`config.mk`:
```
export PLATFORM = sky130hd
export DESIGN_NAME = edge_capture_unit
export DESIGN_NICKNAME = d
export VERILOG_FILES = /design/src/rtl/ecap_pkg.sv /design/src/rtl/ecap_sync.sv /design/src/rtl/ecap_edge_detect.sv /design/src/rtl/ecap_channel.sv /design/src/rtl/edge_capture_unit.sv
export SDC_FILE = /design/constraint.sdc
export NUM_CORES = 1
export LEC_CHECK = 0
export BUFFER_PORTS_ARGS = -buffer_cell sky130_fd_sc_hd__buf_4
export CAP_MARGIN = 20
export CORE_MARGIN = 2
export CORE_UTILIZATION = 59
export CTS_BUF_LIST = sky130_fd_sc_hd__clkbuf_4
export DETAILED_ROUTE_END_ITERATION = 10
export GPL_ROUTABILITY_DRIVEN = 0
export PLACE_DENSITY = 0.81
export SLEW_MARGIN = 0
export SYNTH_ARGS = -nofsm -noshare
export SYNTH_HDL_FRONTEND = slang
export SYNTH_SLANG_ARGS = --single-unit
```
`constraint.sdc`:
```
create_clock -name clk -period 2.1 [get_ports clk]
set_input_delay 0.42 -clock clk [delete_from_list [all_inputs] [get_ports clk]]
set_output_delay 0.42 -clock clk [all_outputs]
set_load 0.005 [all_outputs]
```
`src/rtl/ecap_pkg.sv`:
```
package ecap_pkg;
   typedef enum logic [1:0] {
      EDGE_OFF  = 2'b00,
      EDGE_RISE = 2'b01,
      EDGE_FALL = 2'b10,
      EDGE_BOTH = 2'b11
   } edge_mode_e;

   // per-channel nibble inside a pair control word
   localparam int NIB_W     = 4;
   localparam int NIB_EN    = 2;
   localparam int NIB_FLAG  = 3;
   localparam int CH_PER_WORD = 2;
endpackage

```
`src/rtl/ecap_sync.sv`:
```
module ecap_sync #(
   parameter int STAGES = 2
) (
   input  logic clk,
   input  logic rst_n,
   input  logic d,
   output logic q
);
   generate
      if (STAGES < 2) begin : g_bad
         $error("ecap_sync: STAGES must be at least 2");
      end
   endgenerate

   logic [STAGES-1:0] chain;

   always_ff @(posedge clk or negedge rst_n) begin
      if (!rst_n) chain <= '0;
      else        chain <= {chain[STAGES-2:0], d};
   end

   assign q = chain[STAGES-1];
endmodule

```
`src/rtl/ecap_edge_detect.sv`:
```
module ecap_edge_detect
   import ecap_pkg::*;
(
   input  logic       clk,
   input  logic       rst_n,
   input  logic       lvl,
   input  edge_mode_e mode,
   output logic       hit
);
   logic prev;

   always_ff @(posedge clk or negedge rst_n) begin
      if (!rst_n) prev <= 1'b0;
      else        prev <= lvl;
   end

   logic rise, fall;
   assign rise = lvl & ~prev;
   assign fall = ~lvl & prev;

   always_comb begin
      unique case (mode)
         EDGE_RISE: hit = rise;
         EDGE_FALL: hit = fall;
         EDGE_BOTH: hit = rise | fall;
         default:   hit = 1'b0;
      endcase
   end
endmodule

```
`src/rtl/ecap_channel.sv`:
```
module ecap_channel
   import ecap_pkg::*;
#(
   parameter int CNT_W       = 16,
   parameter int SYNC_STAGES = 2
) (
   input  logic             clk,
   input  logic             rst_n,
   input  logic             pin,
   input  edge_mode_e       mode,
   input  logic [CNT_W-1:0] timebase,
   input  logic             flag_clr,
   output logic [CNT_W-1:0] cap,
   output logic             flag,
   output logic             hit
);
   logic pin_s;

   ecap_sync #(.STAGES(SYNC_STAGES)) u_sync (
      .clk(clk), .rst_n(rst_n), .d(pin), .q(pin_s)
   );

   ecap_edge_detect u_det (
      .clk(clk), .rst_n(rst_n), .lvl(pin_s), .mode(mode), .hit(hit)
   );

   always_ff @(posedge clk or negedge rst_n) begin
      if (!rst_n) begin
         cap  <= '0;
         flag <= 1'b0;
      end else begin
         if (hit) cap <= timebase;
         if (hit)           flag <= 1'b1;   // capture wins over clear
         else if (flag_clr) flag <= 1'b0;
      end
   end
endmodule

```
`src/rtl/edge_capture_unit.sv`:
```
module edge_capture_unit
   import ecap_pkg::*;
#(
   parameter int NUM_CH      = 4,
   parameter int CNT_W       = 16,
   parameter int SYNC_STAGES = 2,
   parameter int ADDR_W      = 3
) (
   input  logic              clk,
   input  logic              rst_n,
   input  logic [CNT_W-1:0]  timebase,
   input  logic [NUM_CH-1:0] cap_in,
   input  logic              wr_en,
   input  logic [ADDR_W-1:0] addr,
   input  logic [CNT_W-1:0]  wdata,
   output logic [CNT_W-1:0]  rdata,
   output logic [NUM_CH-1:0] irq
);
   localparam int PAIRS     = NUM_CH / CH_PER_WORD;
   localparam int DATA_BASE = PAIRS;
   localparam int N_ADDR    = PAIRS + NUM_CH;

   generate
      if (NUM_CH % CH_PER_WORD != 0) begin : g_bad_ch
         $error("edge_capture_unit: NUM_CH must be even");
      end
      if (CNT_W < CH_PER_WORD * NIB_W) begin : g_bad_w
         $error("edge_capture_unit: CNT_W too narrow for a control word");
      end
      if ((1 << ADDR_W) < N_ADDR) begin : g_bad_a
         $error("edge_capture_unit: ADDR_W too small for the register map");
      end
   endgenerate

   logic [NUM_CH-1:0][1:0]       mode_q;
   logic [NUM_CH-1:0]            en_q;
   logic [NUM_CH-1:0]            flag;
   logic [NUM_CH-1:0]            flag_clr;
   logic [NUM_CH-1:0]            hit;
   logic [NUM_CH-1:0][CNT_W-1:0] cap_q;

   genvar p, k;
   generate
      for (p = 0; p < PAIRS; p++) begin : g_pair
         logic wr_pair;
         assign wr_pair = wr_en && (addr == ADDR_W'(p));
         for (k = 0; k < CH_PER_WORD; k++) begin : g_ch
            localparam int C  = p * CH_PER_WORD + k;
            localparam int LO = k * NIB_W;

            always_ff @(posedge clk or negedge rst_n) begin
               if (!rst_n) begin
                  mode_q[C] <= EDGE_OFF;
                  en_q[C]   <= 1'b0;
               end else if (wr_pair) begin
                  mode_q[C] <= wdata[LO +: 2];
                  en_q[C]   <= wdata[LO + NIB_EN];
               end
            end

            assign flag_clr[C] = wr_pair & ~wdata[LO + NIB_FLAG];

            ecap_channel #(.CNT_W(CNT_W), .SYNC_STAGES(SYNC_STAGES)) u_ch (
               .clk      (clk),
               .rst_n    (rst_n),
               .pin      (cap_in[C]),
               .mode     (edge_mode_e'(mode_q[C])),
               .timebase (timebase),
               .flag_clr (flag_clr[C]),
               .cap      (cap_q[C]),
               .flag     (flag[C]),
               .hit      (hit[C])
            );
         end
      end
   endgenerate

   assign irq = flag & en_q;

   always_comb begin
      rdata = '0;
      for (int pi = 0; pi < PAIRS; pi++) begin
         if (addr == ADDR_W'(pi)) begin
            for (int ki = 0; ki < CH_PER_WORD; ki++) begin
               rdata[ki*NIB_W +: NIB_W] = {flag[pi*CH_PER_WORD+ki],
                                           en_q[pi*CH_PER_WORD+ki],
                                           mode_q[pi*CH_PER_WORD+ki]};
            end
         end
      end
      for (int ci = 0; ci < NUM_CH; ci++) begin
         if (addr == ADDR_W'(DATA_BASE + ci)) rdata = cap_q[ci];
      end
   end
endmodule

```
=== Word-level counts from Yosys, hierarchy flattened ===
Cells that the tools add are included.

* Register bits after elaboration: 92
* Output and inout port bits: 20

* Eq/ne operators: 17
* Muxes and demuxes: 18
* Bitwise gates (word level): 27
* Reduce and logical (&&, ||, !) cells: 7

{| class="wikitable"
|+ Operators with widths
! cell !! number
|-
| 2-to-1 mux 16 bit || 4
|-
| equality test 2 bit (second input constant) || 8
|-
| 2-to-1 mux 8 bit || 2
|-
| bitwise AND 1 bit || 12
|-
| case mux 1 bit (3 select lines) || 4
|-
| NOT 1 bit || 10
|-
| equality test 2 x 1 -> 1 bit (second input constant) || 4
|-
| 2-to-1 mux 1 bit || 8
|-
| nonzero test 2 bit || 4
|-
| equality test 3 x 2 -> 1 bit (second input constant) || 2
|-
| equality test 3 bit (second input constant) || 2
|-
| bitwise AND 4 bit || 1
|-
| OR 1 bit || 4
|-
| equality test 3 x 1 -> 1 bit (second input constant) || 1
|-
| logical NOT 3 bit || 1
|-
| logical AND 1 bit || 2
|}

=== Depth between registers and ports, before layout ===
* Depth after elaboration: 7
* Gate-level depth with buffers: 6

=== Hierarchy ===
From an unflattened synthesis, not the netlist that was laid out.

* Cells, all modules: 344
* Area, all modules: 4667.0 µm²

{| class="wikitable"
|+ By module, submodules not included
! module !! instances !! cells each !! area each (µm²) !! sequential area each (µm²)
|-
| ecap_channel || 4 || 37 || 683.2 || 425.4
|-
| edge_capture_unit || 1 || 148 || 1398.8 || 300.3
|-
| ecap_edge_detect || 4 || 10 || 83.8 || 25.0
|-
| ecap_sync || 4 || 2 || 50.0 || 50.0
|}

=== Worst setup path after synthesis ===
OpenSTA, ideal clock, no wires.

* Kind: input -> output
* From: input addr[0]
* To: output rdata[10]
* Arrival: 1328 ps
* Required time: 1680 ps
* Setup slack: 352 ps
* Stages: 5
* Buffers on the path: 3
* Cell sequence: buf_2 buf_2 buf_4 mux2i_1 o22ai_1

* Word-level cells in the longest chain between the ends: 5
* Elaborated cells on any way between the ends: 8
* Classes of those cells: eq/ne (4); mux (4)

{| class="wikitable"
|+ RTL lines
! item !! RTL line !! text
|-
| start, declared || edge_capture_unit.sv:14 || <nowiki>input logic [ADDR_W-1:0] addr,</nowiki>
|-
| equality test 3 x 2 -> 1 bit || edge_capture_unit.sv:92 || <nowiki>if (addr == ADDR_W'(DATA_BASE + ci)) rdata = cap_q[ci];</nowiki>
|-
| 2-to-1 mux 16 bit (3 in a row) || edge_capture_unit.sv:92 ||
|-
| 2-to-1 mux 16 bit (*) || edge_capture_unit.sv:92 ||
|-
| end, declared || edge_capture_unit.sv:16 || <nowiki>output logic [CNT_W-1:0] rdata,</nowiki>
|}

Every way passes the cells marked *; elsewhere a longest branch is shown, timed or not.

=== Worst setup path after layout ===
* From: register mode_q[3] in the netlist's numbering
* To: output rdata[5]

* Word-level cells in the longest chain between the ends: 6

{| class="wikitable"
|+ RTL lines
! item !! RTL line !! text
|-
| start, declared || edge_capture_unit.sv:35 || <nowiki>logic [NUM_CH-1:0][1:0] mode_q;</nowiki>
|-
| start signal, assigned by index || edge_capture_unit.sv:56 || <nowiki>mode_q[C] <= wdata[LO +: 2];</nowiki>
|-
| 2-to-1 mux 8 bit (2 in a row) || edge_capture_unit.sv:83 || <nowiki>if (addr == ADDR_W'(pi)) begin</nowiki>
|-
| 2-to-1 mux 16 bit (4 in a row) || edge_capture_unit.sv:92 ||
|}

No other way between the ends.

==> impl_metrics.yaml <==
critical_path:
  crit_chain: "mux2i_1, o21a_1, o221ai_1, buf_4"
  startpoint_type: "flop"
  criticalPathCategory: "flop to output port"
  required_ns: 1.68
  worst-r2r-setup-slack_ns: 0.33
  crit_fanout: 4
  cp_num_buf_inv: 1
  cp_slowest_cell: "dfrtp_1"
  slowest_delay_ns: 0.47
  cp_top_family: "flip-flops"
  end_kind: "output port"
  crit_arrival_ns: 1.60
global_route:
  antenna_found_initial: 0
  grt.total_usage_pct: 23.0
  grt_pass1_wl_mm: 13.5
  grt_overflow: 0
  grt_max_degree: 40
  grt_pass1_vias: 2642
sta:
  rsz0062_at_grt: "no"
  final_max_slew_viol_count: 0
  slew_headroom_pct: 65.3
  min_period_ns: 2.02
  skew_ns: 0.00964
  hold_viol: 0
  tns_ns: 0
  tightest_slew_ns: 0.520
  fmax_mhz: 495
  min_period_over_period_pct: 96.2
  setup_viol: 0
placed_design:
  dpl.hpwl_mm: 5.89
  io_buffers: 53
  placed_cell_area_sq_um: 4910
synth:
  ys_seq_area_share_pct: 53.5
  synth-seq-cells: 92
  avgSynthCellArea_sq_um: 14.0
  synth_nets: 357
  yosys_warnings: 0
  yosys.cell_types.count: 29
  synth_area_sq_um: 4310
  syn-instance-count: 307
final_layout:
  drive_gt1_share_pct: 41.8
  diodes: 0
  multi_input_area_sq_um: 1870
  final_area_sq_um: 5060
  final_common_cell: "dfrtp_1"
  final_nets: 423
  mostFrequentLayoutCells: "92 x dfrtp_1, 67 x buf_4, 58 x mux2_2"
  regArea_sq_um: 2300
  fillCellCount: 492
  area_delta_synth_final_pct: 17.5
clock_tree:
  clk_latency_ns: 0.43
  clkTransAtPathRegs_ns: 0.13
  clockRootBuffer: "clkbuf_4"
  tritoncts: "yes"
  htreeDepth: 3
  clock_sinks: 92
  numCtsBuffers: 9
  clockBufferDepth: 2
  post_cts_buffers: 0
  cts_resized: 0
hold_path:
  min_path_type: "input pin to flop"
power_and_ir_drop:
  p_leak_nw: 2.30
  pwr-share-comb_pct: 31.6
  power.internal_mw: 3.81
  power.density_nw_per_um2: 1060
  swShare_pct: 29.2
  p_sw_mw: 1.57
  pwr-share-seq_pct: 50.9
  peakVddDrop_v: 0.000566
  p_clk_share_pct: 17.5
routing:
  wl_per_cell_um: 17.8
  finalWirelength_mm: 8.51
  drtIter0Drc: 113
  final_antenna_net_count: 0
  drc: 0
  vias_per_cell: 5.58
  drtPass1Iterations: 4
  vias: 2660
floorplan:
  core_sq_um: 7180
  die_w_um: 89.4
  dieArea_sq_um: 8000
  fp-row-count: 31
  die-height_um: 89.4
  start_util_pct: 60.0
  io_pins: 62
run:
  drv_cap: 0
outcome:
  status: "finished, final reports clean"
-- state kept, by name (all words and copies together), names as in the netlist --
signal                         count
g_pair.g_ch.u_ch.u_det.prev        4
g_pair.g_ch.u_ch.cap              64
g_pair.g_ch.u_ch.flag              4
en_q                               4
g_pair.g_ch.u_ch.u_sync.chain      8
mode_q                             8
-- area by class of cell --
cell class | instances | area share [%]
clock inverters | 5 | 1.04
multi-input cells | 189 | 37.0
well taps | 99 | 2.45
repair buffers | 72 | 11.7
clock buffers | 11 | 1.63
inverters | 9 | 0.668
flip-flops and latches | 92 | 45.5
-- logic make-up after synthesis --
group	after synthesis	share of synthesized area [%]
adders and majority gates	8	2.32
DFF	92	53.5
buffers and inverters	26	3.11
muxes	108	28.1
AOI/OAI and AO/OA	35	7.15
and+or+nand+nor	38	5.87
-- timing repair --
item,in CTS,in global routing
hold endpoints to repair,37,0
setup endpoints to repair,0,0
hold buffers,1,0
-- stage by stage --
step / hold slack (ns) / std cells / util (%) / total power, mW / setup slack, ns
2_1_floorplan: 0.124 / 307 / - / 3.87 / 0.352
3_3_place_gp: 0.332 / 460 / 68.5 / 4.38 / 0.155
3_5_place_dp: 0.335 / 460 / 68.5 / 4.49 / 0.137
4_1_cts: 0.0661 / 477 / 70.5 / 5.42 / 0.0663
5_1_grt: 0.0584 / 477 / 70.5 / 5.69 / 0.0218
6_report: 0.0902 / 477 / 70.5 / 5.38 / 0.0788
-- power groups by stage --
stage / Clock [mW] / Sequential (mW) / Combinational, mW
after global routing: 1.04 / 2.82 / 1.83
final: 0.942 / 2.74 / 1.70
after detailed placement: 0 / 2.78 / 1.71
after global placement: 0 / 2.73 / 1.66
after floorplan: 0 / 2.66 / 1.20
after CTS: 0.966 / 2.74 / 1.71
-- synth_stat cells, drive strengths merged --
library cell	instances	share of area, %
nand3b	8	1.4
o22ai	8	1.2
nand2	9	0.78
nor4b	1	0.55
and3b	2	0.44
nor4bb	1	0.23
and2	4	0.58
o21ai	1	0.12
buf	14	2.1
nor2b	1	0.15
a21o	3	0.52
mux2	76	21
clkbuf	3	0.26
or2	1	0.15
o21a	8	1.4
mux2i	32	7.4
ha	8	2.3
a21oi	3	0.35
dfrtp	92	53
a31oi	4	2.0
nand2b	11	1.6
inv	9	0.78
o221ai	8	1.6
-- final timing paths --
path / startpoint / endpoint / cells after the start
setup / recovery: mode_q[3] / rdata[5] / 4
hold / removal: cap_in[0] / g_pair[0].g_ch[0].u_ch.u_sync.chain[0] / 1
setup reg to reg: g_pair[0].g_ch[0].u_ch.u_sync.chain[1] / g_pair[0].g_ch[0].u_ch.cap[6] / 5
hold reg to reg: g_pair[0].g_ch[0].u_ch.u_sync.chain[0] / g_pair[0].g_ch[0].u_ch.u_sync.chain[1] / 0
max in group asynchronous: rst_n / g_pair[1].g_ch[0].u_ch.cap[12] / 3
min in group asynchronous: rst_n / g_pair[1].g_ch[0].u_ch.cap[5] / 2
-- per-layer routing --
metal | track usage (%) | wire (um)
met3 | 3.69 | 247
met1 | 32.2 | 3910
met5 | 0 | 0
met2 | 36.8 | 4230
met4 | 7.87 | 123
Note: power is estimated with default switching activity, not from simulation.
